$ cat src/rtl/tdm_slot_engine.sv
module tdm_slot_engine #(
  parameter int SLOTS     = 128,
  parameter int WORD_BITS = 8,
  parameter int DLY_W     = 4
) (
  input  logic                     clk,
  input  logic                     rst_n,
  input  logic                     enable,
  input  logic                     fs_int_en,
  input  logic                     fs_pol,
  input  logic                     tdv_pol,
  input  logic [$clog2(SLOTS)-1:0] slot_last,
  input  logic [DLY_W-1:0]         frame_dly,
  input  logic [SLOTS-1:0]         tx_map,
  input  logic [SLOTS-1:0]         rx_map,
  input  logic [SLOTS-1:0]         tx_cmp_map,
  input  logic [SLOTS-1:0]         rx_cmp_map,
  input  logic                     fs_in,
  input  logic                     rx_d,
  input  logic [WORD_BITS-1:0]     tx_word,
  output logic                     fs_out,
  output logic                     tx_d,
  output logic                     tx_oe,
  output logic                     tdv,
  output logic                     tx_load,
  output logic                     tx_cmp,
  output logic [$clog2(SLOTS)-1:0] cur_slot,
  output logic [WORD_BITS-1:0]     rx_word,
  output logic                     rx_valid,
  output logic [$clog2(SLOTS)-1:0] rx_slot,
  output logic                     rx_cmp
);
  localparam int SW = $clog2(SLOTS);
  localparam int BW = $clog2(WORD_BITS);

  typedef enum logic [1:0] {S_IDLE, S_DLY, S_RUN} st_t;

  st_t            st_r, st_n;
  logic [DLY_W-1:0] cnt_r, cnt_n;
  logic [BW-1:0]  bit_r, bit_n;
  logic [SW-1:0]  slot_r, slot_n;
  logic [WORD_BITS-1:0] tx_sh, rx_sh;

  logic int_fs, fs_hit, dly_zero, act;
  logic [BW-1:0] bit_now;
  logic [SW-1:0] slot_now;
  logic last_bit, last_slot, tx_sel, rx_sel;

  assign int_fs    = enable & fs_int_en & (st_r == S_IDLE);
  assign fs_hit    = enable & (fs_int_en ? int_fs : (fs_in ^ fs_pol));
  assign dly_zero  = (frame_dly == '0);
  assign act       = enable & (fs_hit ? dly_zero : (st_r == S_RUN));
  assign bit_now   = fs_hit ? '0 : bit_r;
  assign slot_now  = fs_hit ? '0 : slot_r;
  assign last_bit  = (bit_now == BW'(WORD_BITS - 1));
  assign last_slot = (slot_now == slot_last);

  always_comb begin
    st_n   = st_r;
    cnt_n  = cnt_r;
    bit_n  = bit_r;
    slot_n = slot_r;
    if (!enable) begin
      st_n = S_IDLE; cnt_n = '0; bit_n = '0; slot_n = '0;
    end else if (fs_hit && !dly_zero) begin
      bit_n = '0; slot_n = '0;
      if (frame_dly == DLY_W'(1)) begin
        st_n = S_RUN; cnt_n = '0;
      end else begin
        st_n = S_DLY; cnt_n = frame_dly - DLY_W'(2);
      end
    end else if (act) begin
      if (!last_bit) begin
        st_n = S_RUN; bit_n = bit_now + BW'(1); slot_n = slot_now;
      end else if (last_slot) begin
        st_n = S_IDLE; bit_n = '0; slot_n = '0;
      end else begin
        st_n = S_RUN; bit_n = '0; slot_n = slot_now + SW'(1);
      end
    end else if (st_r == S_DLY) begin
      if (cnt_r == '0) begin
        st_n = S_RUN; bit_n = '0; slot_n = '0;
      end else begin
        cnt_n = cnt_r - DLY_W'(1);
      end
    end
  end

  always_ff @(posedge clk or negedge rst_n) begin
    if (!rst_n) begin
      st_r <= S_IDLE; cnt_r <= '0; bit_r <= '0; slot_r <= '0;
    end else begin
      st_r <= st_n; cnt_r <= cnt_n; bit_r <= bit_n; slot_r <= slot_n;
    end
  end

  assign tx_sel   = act & tx_map[slot_now];
  assign rx_sel   = act & rx_map[slot_now];
  assign tx_oe    = tx_sel;
  assign tdv      = tx_sel ^ tdv_pol;
  assign tx_load  = tx_sel & (bit_now == '0);
  assign tx_cmp   = tx_sel & tx_cmp_map[slot_now];
  assign tx_d     = tx_sel & (tx_load ? tx_word[WORD_BITS-1] : tx_sh[WORD_BITS-1]);
  assign cur_slot = act ? slot_now : '0;
  assign fs_out   = int_fs ^ fs_pol;

  always_ff @(posedge clk or negedge rst_n) begin
    if (!rst_n) tx_sh <= '0;
    else if (tx_load) tx_sh <= tx_word << 1;
    else if (tx_sel) tx_sh <= tx_sh << 1;
  end

  always_ff @(posedge clk or negedge rst_n) begin
    if (!rst_n) begin
      rx_sh <= '0; rx_word <= '0; rx_valid <= 1'b0; rx_slot <= '0; rx_cmp <= 1'b0;
    end else begin
      rx_valid <= 1'b0;
      if (rx_sel) begin
        rx_sh <= {rx_sh[WORD_BITS-2:0], rx_d};
        if (last_bit) begin
          rx_word  <= {rx_sh[WORD_BITS-2:0], rx_d};
          rx_valid <= 1'b1;
          rx_slot  <= slot_now;
          rx_cmp   <= rx_cmp_map[slot_now];
        end
      end
    end
  end
endmodule

$ cat config.mk
export PLATFORM = sky130hd
export DESIGN_NAME = tdm_slot_engine
export DESIGN_NICKNAME = d
export VERILOG_FILES = /design/src/rtl/tdm_slot_engine.sv
export SDC_FILE = /design/constraint.sdc
export NUM_CORES = 1
export LEC_CHECK = 0
export BUFFER_PORTS_ARGS = -buffer_cell sky130_fd_sc_hd__buf_2
export CAP_MARGIN = 0
export CORE_AREA = 2 2 223 225
export CTS_CLUSTER_DIAMETER = 100
export CTS_CLUSTER_SIZE = 28
export DETAILED_ROUTE_END_ITERATION = 8
export DIE_AREA = 0 0 225 227
export HOLD_SLACK_MARGIN = 0.02
export PLACE_DENSITY_LB_ADDON = 0.25
export SKIP_CTS_REPAIR_TIMING = 1
export SYNTH_ARGS = -nofsm -noshare
export SYNTH_HDL_FRONTEND = slang
export SYNTH_SLANG_ARGS = --single-unit
export TNS_END_PERCENT = 10
$ cat constraint.sdc
create_clock -name clk -period 4.25 [get_ports clk]
set_clock_uncertainty 0.2 [all_clocks]
set_input_delay 0.425 -clock clk [delete_from_list [all_inputs] [get_ports clk]]
set_output_delay 0.425 -clock clk [all_outputs]
set_load 0.1 [all_outputs]
# Word-level counts from Yosys, hierarchy flattened
# Cells that the tools add are included.
[totals]
latchBits = 0
output_inout_bits = 30
ramBits = 0
regBits = 48
in_bits = 539
memories = 0
rom_bits = 0
[op_classes]
n_reduce_logical = 10
addsub = 4
multipliers = 0
div_mod_pow = 0
muxes = 45
eq_ne = 10
bitwise = 12
magnitude_cmp = 1
shifts = 0
[op_table]
columns = ["op", "n"]
rows = [
  ["2-to-1 mux 7 bit", 9],
  ["binary-select mux 1 bit (select 7 bit)", 4],
  ["2-to-1 mux 4 bit", 6],
  ["2-to-1 mux 3 bit", 7],
  ["2-to-1 mux 2 bit", 8],
  ["2-to-1 mux 8 bit", 2],
  ["AND 1 bit", 9],
  ["2-to-1 mux 1 bit", 9],
  ["zero test 4 bit", 2],
  ["less-than comparator 7 x 8 -> 1 bit, second input constant", 1],
  ["inequality test 4 x 1 -> 1 bit, second input constant", 2],
  ["adder 7 x 1 -> 7 bit, second input constant", 1],
  ["== test 7 bit", 1],
  ["== test 4 x 1 -> 1 bit, second input constant", 1],
  ["AND reduction 2 bit", 2],
  ["subtractor 4 x 1 -> 4 bit, second input constant", 1],
  ["subtractor 4 x 2 -> 4 bit, second input constant", 1],
  ["adder 3 x 1 -> 3 bit, second input constant", 1],
  ["== test 3 bit, second input constant", 1],
  ["zero test 3 bit", 1],
  ["inequality test 3 x 1 -> 1 bit, second input constant", 1],
  ["inequality test 3 x 2 -> 1 bit, second input constant", 1],
  ["inequality test 3 bit, second input constant", 1],
  ["AND reduction 3 bit", 1],
  ["7 further kinds", 9],
]

# Logic depth before layout (Yosys ltp)
# Gate-level depths: netlist (run 1).
[logic_depth]
word_depth = 11
ltp_mapped = 15
mapped_depth_nobuf = 12

# Least setup slack after synthesis (run 1)
# No wires, ideal clock.
[synth_path]
path_kind = "input port to output port"
from = "in fs_pol"
to = "out tdv"
n_path_buf = 2
arrival_ns = 5.530
required_time_ns = 3.625
path_stages = 10
slack_ns = -1.905
path_cell_list = "xor2_2 -> o211a_1 -> buf_4 -> buf_6 -> nor3_1 -> and4_1 -> nand4b_1 -> o211ai_1 -> a211oi_4 -> xnor2_1"
[synth_between]
elab_chain_len = 8
word_cells_on_any_way = 10
cone_classes = "5 x mux; 5 x bitwise"
[synth_rtl]
columns = ["item", "line", "rtl"]
rows = [
  ["start: declaration", "10", "input logic fs_pol,"],
  ["XOR 1 bit (*)", "50", "assign fs_hit = enable & (fs_int_en ? int_fs : (fs_in ^ fs_pol));"],
  ["2-to-1 mux 1 bit (*)", "50", ""],
  ["AND 1 bit (*)", "50", ""],
  ["2-to-1 mux 7 bit", "54", "assign slot_now = fs_hit ? '0 : slot_r;"],
  ["binary-select mux 1 bit (select 7 bit)", "97", "assign tx_sel = act & tx_map[slot_now];"],
  ["2-to-1 mux 1 bit (not written as such)", "97", ""],
  ["AND 1 bit (*)", "97", ""],
  ["XOR 1 bit (*)", "100", "assign tdv = tx_sel ^ tdv_pol;"],
  ["end: declaration", "24", "output logic tdv,"],
]
# Mark *: on every way between the ends. The rest lies on a longest branch, timed or not. The select of a mux whose other input is x is not followed.

# Worst setup path after layout (run 1)
[layout_path]
from = "reg slot_r[0]"
to = "out tx_oe"
[layout_between]
elab_chain_len = 4
[layout_rtl]
columns = ["item", "line", "rtl"]
rows = [
  ["start: declaration", "41", "logic [SW-1:0] slot_r, slot_n;"],
  ["start signal: assignment", "93", "st_r <= st_n; cnt_r <= cnt_n; bit_r <= bit_n; slot_r <= slot_n;"],
  ["2-to-1 mux 7 bit", "54", ""],
  ["binary-select mux 1 bit (select 7 bit)", "97", ""],
  ["2-to-1 mux 1 bit (not written as such)", "97", ""],
  ["AND 1 bit", "97", ""],
  ["end: declaration", "23", "output logic tx_oe,"],
]
# No other way between the ends. The select of a mux whose other input is x is not followed.

==> results.md, run 1 <==
* Run status: complete, no violations
* Placement Rows at 81
* TritonCTS clock tree: done
* Final WL at 49600 um
* Die area at 51100 um2
* Setup WS post-layout at roughly 160 ps
* Residual DRC at 0
* Antenna-violating nets left at 0
* # nets final at between 1500 and 2000
* DP Worst Slack at 241 ps
* CP Data Arrival Time at 3470 ps
* Leak Pwr at 5.17 nW
* R2R depth at 9
* # port buffers at 568
* Avg Vias per Cell at 4.77
* Initial antenna violation count at 10
* Core area at 48500 um2
* Post-synth top area cell: dfrtp_1
* Slew HR at 38.8%
* Root Driver: clkbuf_16
* Worst EP required at ~3600 ps
* Fin crit share at roughly 96%
* Worst VDD drop at 126 uV
* Initial Util at 15.3%
* Share of layout cells above drive strength 1 at a little over half
* Pre-antenna DRT Iters at 5
* Synth Register Bits at 47
* Sequential area share after synthesis at roughly 16%
* Power Total at 1.69 mW
* Routed length per placed instance at 24.1 um
* CTS buffer count at 5
* Commonest cells after routing, fill and taps aside: buf_2 (561), nand2_1 (95), mux2i_1 (77), buf_4 (63), nor2_1 (52)
* EDFF count, synth at 0
* Post-synthesis cell count at 868
* Die Ht at 227 um
* Cell variety after synth at 82
* DIE WIDTH at 225 um
* Total gr overflow at 0
* Total number of vias at slightly below 10000
* Final number of hold-violating endpoints at 0
* Placer Congestion at ~0.95
* Clock Latency Late Sink at 300 ps
* Asr flop ratio synth at 100%
* FMAX at 0.244 GHz
* Count of final max-slew check failures at 0
* Crit path kind: flip-flop to output pin
* First-pass GRT wire length at 67200 um
* Worst-path fanout max at 52
* Top_reg_cell synth: dfrtp_1
* Min-delay worst type: primary input to asynchronous set/reset pin
* HPWL Detailed at approximately 42000 um
* Power per cell area at 147 nW/um2
* # setup viols final at 0
* Hold slack at 48.5 ps
* CTS Buffer Depth at 2
* Worst Tran Pin Value at 918 ps
* Post-synth top area share at 15.8%
* Synthesized area at between 7000 and 8000 um2
* Clock transition at path regs at 70 ps
* All-Layer GR Usage at between 10% and 20%
* Number of global-route vias before repair at 10030
* Setup Total Neg Slack at 0 ps
* Synthesized Nets at 1414
* Max-Cap Viols at 0
* Layout area overhead at 55.1%
* FILL cells at 5375
* Most common cell after layout, fill and taps aside: buf_2
* Num Clock Sinks at between 40 and 50
* Ys Warns at 0
* Initial drt markers at ~480
* Final min period at 4090 ps
* Synth top area cells: dfrtp_1 (16%), mux4_2 (14%), mux2i_1 (10%)
* H-tree Lvls at 2
* Startpoint types: flip-flop
* # IOs at 569
* Pin count of the biggest net entering global routing at 53
* Syn avg cell area at 8.56 um2
* Critical Path Sink Type: output pin
* RSZ-0062 raised after global routing: false
==> per-layer routing <==
metal	part of all wire, %	up-vias	track usage [%]
li1	-	4531	-
met1	41	4783	22.8
met2	50	447	32.2
met3	6.8	48	3.51
met4	1.6	10	3.72
met5	0.12	-	0
==> critical path, stage by stage, from the launching register on <==
cell and delay [ps]:
dfrtp_4 760, buf_12 350, mux2i_1 400, a211oi_1 140, o31ai_1 340, o211ai_1 210
a211oi_4 240, buf_4 230, inv_2 50, buf_4 180, buf_12 180
==> metrics by stage <==
step | area [um2] | instances | util [%]
detailed placement | 11300 | 2042 | 23.3
floorplan | 7450 | 868 | -
global route | 11500 | 2057 | 23.7
CTS | 11500 | 2050 | 23.6
finish | 11500 | 2058 | 23.7
global placement | 11300 | 2042 | 23.3
==> cell families (layout without fill, tap and decap cells) <==
family / Yosys count / after routing / share of synthesized area, %
simple gates: 257 / 257 / 16.4
buf+inv: 103 / 666 / 7.13
fa+ha+maj: 7 / 7 / 1.18
mux: 181 / 181 / 33.3
other cells: 0 / 5 / 0
compound gates: 261 / 261 / 24.7
flops: 47 / 47 / 15.8
xor+xnor: 12 / 12 / 1.52
==> final timing paths <==
| check | startpoint | to | slack [ps] |
|---|---|---|---|
| worst min register to register | rx_slot[1] | rx_slot[1] | 290 |
| worst max register to register | slot_r[0] | rx_sh[5] | 430 |
| worst min-delay path | rst_n | tx_sh[7] | 50 |
| min in group clk | rx_d | rx_word[0] | 170 |
| max in group asynchronous | rst_n | rx_word[5] | 3060 |
| worst max-delay path | slot_r[0] | tx_oe | 160 |
==> cells in the mapped netlist (18+ instances only) <==
master	instances
a21oi_1	46
a31oi_1	33
buf_2	24
clkbuf_1	32
dfrtp_1	47
inv_1	18
mux2_2	45
mux2i_1	77
mux4_2	45
nand2_1	95
nand3_1	22
nor2_1	53
nor3_1	26
o21ai_0	44
o22ai_1	18
==> power breakdown <==
| group | internal, mW | switching, mW |
|---|---|---|
| registers | 0.510 | 0.0439 |
| clock network | 0.225 | 0.195 |
| logic | 0.386 | 0.335 |
| total | 1.12 | 0.573 |
==> final cells by class <==
cell class | instances | area (um2) | share of cell area (%)
diodes | 5 | 12.5 | 0.109
clock buffers | 5 | 125 | 1.09
clock inverters | 3 | 27.5 | 0.239
inverters | 21 | 78.8 | 0.684
multi-input cells | 718 | 5780 | 50.2
flip-flops and latches | 47 | 1180 | 10.3
well taps | 622 | 778 | 6.76
repair buffers | 637 | 3530 | 30.6
==> sequential cells by signal (all words and copies together), names as in the netlist <==
register  count
tx_sh         7
rx_valid      1
rx_sh         7
slot_r        7
st_r          2
rx_word       8
cnt_r         4
bit_r         3
rx_slot       7
rx_cmp        1
Power figures use the tool's default switching activity.
==> run 2, diff against run 1 <==
--- a/config.mk
+++ b/config.mk
@@ -10,2 +10,3 @@
 export CORE_AREA = 2 2 223 225
+export CTS_BUF_LIST = sky130_fd_sc_hd__clkbuf_8
 export CTS_CLUSTER_DIAMETER = 100
--- a/constraint.sdc
+++ b/constraint.sdc
@@ -4,2 +4,2 @@
 set_output_delay 0.425 -clock clk [all_outputs]
-set_load 0.1 [all_outputs]
+set_load 0.05 [all_outputs]
==> run 2 against run 1 <==
Against the previous run: routed wire length is 0.11% higher; register-to-register slack better by 220 ps; cell count about the same; critical path type unchanged; clock power down 32%.
==> results.md, run 2 (same netlist as run 1, synthesis figures left out) <==
* Worst Tran Pin Value at 976 ps (+58.0 ps)
* Root Driver: clkbuf_8
* Number of global-route vias before repair at 9910 (-1.2%)
* Hold slack at 68.0 ps (+19.5 ps)
* H-tree Lvls at 2 (unchanged)
* Core area at 48500 um2 (unchanged)
* Final core utilization at 23.4% (-0.31 points)
* Slowest CP cell: dfrtp_2
* Most common cell after layout, fill and taps aside: buf_2
* Setup WS post-layout at 172 ps (+13.8 ps)
* Setup Total Neg Slack at 0 ps (unchanged)
* Initial drt markers at 602 (+26%)
* Max reg flops at 8 (unchanged)
* Num Clock Sinks at 47 (unchanged)
* Worst VDD drop at 124 uV (-1.3%)
* First-pass GRT wire length at 67300 um (+0.25%)
* Pin count of the biggest net entering global routing at 55 (+3.8%)
* Residual DRC at 0 (unchanged)
* RSZ-0062 raised after global routing: false
* CTS buffer count at 5 (unchanged)
* FMAX at 0.245 GHz (+0.34%)
* Slew HR at 35.0% (-3.9 points)
* Leak Pwr at 5.11 nW (-1.1%)
* Max-Cap Viols at 0 (unchanged)
* Initial antenna violation count at 10 (unchanged)
* Post-route insts no fill at 2059 (+0.049%)
* Biggest register: rx_word
* Avg Vias per Cell at 4.73 (-0.87%)
* # port buffers at 568 (unchanged)
* Startpoint types: flip-flop
* Clock transition at path regs at 100 ps (+30 ps)
* Die area at 51100 um2 (unchanged)
* CP Data Arrival Time at 3450 ps (-20 ps)
* Delay-heaviest family, CP: compound AO/OA/AOI/OAI gates
* Layout area overhead at 53.0%
* Run status: complete, no violations
* R2R Path End: rx_sh[1]
* Routed length per placed instance at 24.1 um (about the same)
* CP peak stage delay at 460 ps (-300 ps)
* Final WL at 49600 um (+0.11%)
* Pre-antenna DRT Iters at 5 (unchanged)
* CTS Buffer Depth at 2 (unchanged)
* DP Worst Slack at 51.5 ps (-189 ps)
* Total number of vias at 9738 (-0.82%)
* Worst r2r src: st_r[1]
* Share of layout cells above drive strength 1 at 53.7% (about the same)
* Antenna-violating nets left at 0 (unchanged)
* # setup viols final at 0 (unchanged)
* Clock Latency Late Sink at 320 ps (+20 ps)
* Cell Chain, Critical Path: and4bb_2 -> a211oi_4 -> buf_6 -> a221oi_1 -> a211oi_1 -> o31ai_1 -> o211ai_1 -> a211oi_4 -> buf_6 -> inv_2 -> and2_1 -> buf_2
* Commonest cells after routing, fill and taps aside: buf_2 (569), nand2_1 (95), mux2i_1 (77), buf_4 (60), nor2_1 (52)
* Power per cell area at 136 nW/um2 (-7.7%)
* Total gr overflow at 0 (unchanged)
* Placement Rows at 81 (unchanged)
* FILL cells at 5476 (+1.9%)
* Final Cell Area at 11400 um2 (-1.3%)
* Crit path kind: flip-flop to output pin
* Critical Path Sink Type: output pin
* Initial Util at 15.3% (unchanged)
* Crit. Startpoint: st_r[1]
* Critical Path End: tx_load
* Worst-path fanout max at 20 (-62%)
* CP Depth at 12 (+2)
* Worst EP required at 3620 ps (about the same)
* Count of final max-slew check failures at 0 (unchanged)
* Placed Instances at 2040 (-0.098%)
* HPWL Detailed at 41500 um (-2.3%)
* Final min period at 4080 ps (-13.8 ps)
* DIE WIDTH at 225 um (unchanged)
* # IOs at 569 (unchanged)
* FF-to-FF setup slack at 650 ps (+220 ps)
* Placer Congestion at 0.883 (-6.8%)
* All-Layer GR Usage at 18.2% (+0.059 points)
* TritonCTS clock tree: done
* R2R depth at 11 (+2)
* Post-DP Area at 11200 um2 (-1.3%)
* WP buf/inv at 4 (-1)
* Fin crit share at 96.0% (-0.32 points)
* Final number of hold-violating endpoints at 0 (unchanged)
* Min-delay worst type: primary input to asynchronous set/reset pin
* # nets final at 1976 (unchanged)
* Die Ht at 227 um (unchanged)
* Power Total at 1.54 mW (-8.9%)
==> run 2: changes by cell type in the layout (fill, tap and decap cells not counted), sizes merged <==
| cell | before | now |
|---|---|---|
| diode | 5 | 7 |
| inv | 22 | 20 |
| buf | 637 | 636 |
| clkbuf | 5 | 6 |
| clkinv | 1 | 2 |
==> run 2: worst min path at each step <==
| stage | startpoint | to | slack (ps) |
|---|---|---|---|
| floorplan | rst_n | bit_r[0] | -70 |
| global placement | bit_r[0] | bit_r[0] | 270 |
| detailed placement | rx_slot[3] | rx_slot[3] | 270 |
| CTS | rst_n | rx_sh[0] | 90 |
| global route | rst_n | tx_sh[2] | 120 |
| finish | rst_n | tx_sh[2] | 70 |
==> run 2: worst register-to-register path, stage by stage (launching register included) <==
cell and delay (ps):
dfrtp_2 480, nand4bb_1 200, buf_4 200, o211ai_4 210, inv_2 160, buf_4 260
a31oi_1 200, o311ai_1 110, or4_1 560, nand3_1 200, nand2_1 310, mux2_2 380
==> run 2: layout make-up <==
cell class	instances	area, um2	share of cell area [%]
antenna	7	17.5	0.154
clock buffer	5	68.8	0.605
clock inverter	2	13.8	0.121
inverter	21	82.6	0.727
multi-input combinational	718	5770	50.8
sequential	47	1190	10.4
tap	622	778	6.85
timing repair buffer	637	3440	30.3
==> run 2: report_power, final <==
part	leakage [nW]	switching [mW]	total (mW)	internal, mW
combinational	4.45	0.321	0.703	0.382
sequential	0.613	0.0450	0.555	0.510
clock	0.0440	0.171	0.284	0.113
==> run 2: per-layer routing <==
layer | vias up | GRT usage, % | wire [um]
met5 | - | 0 | 35
met4 | 6 | 3.80 | 718
met2 | 401 | 32.6 | 24800
li1 | 4521 | - | -
met1 | 4771 | 23.1 | 21100
met3 | 39 | 2.67 | 3010
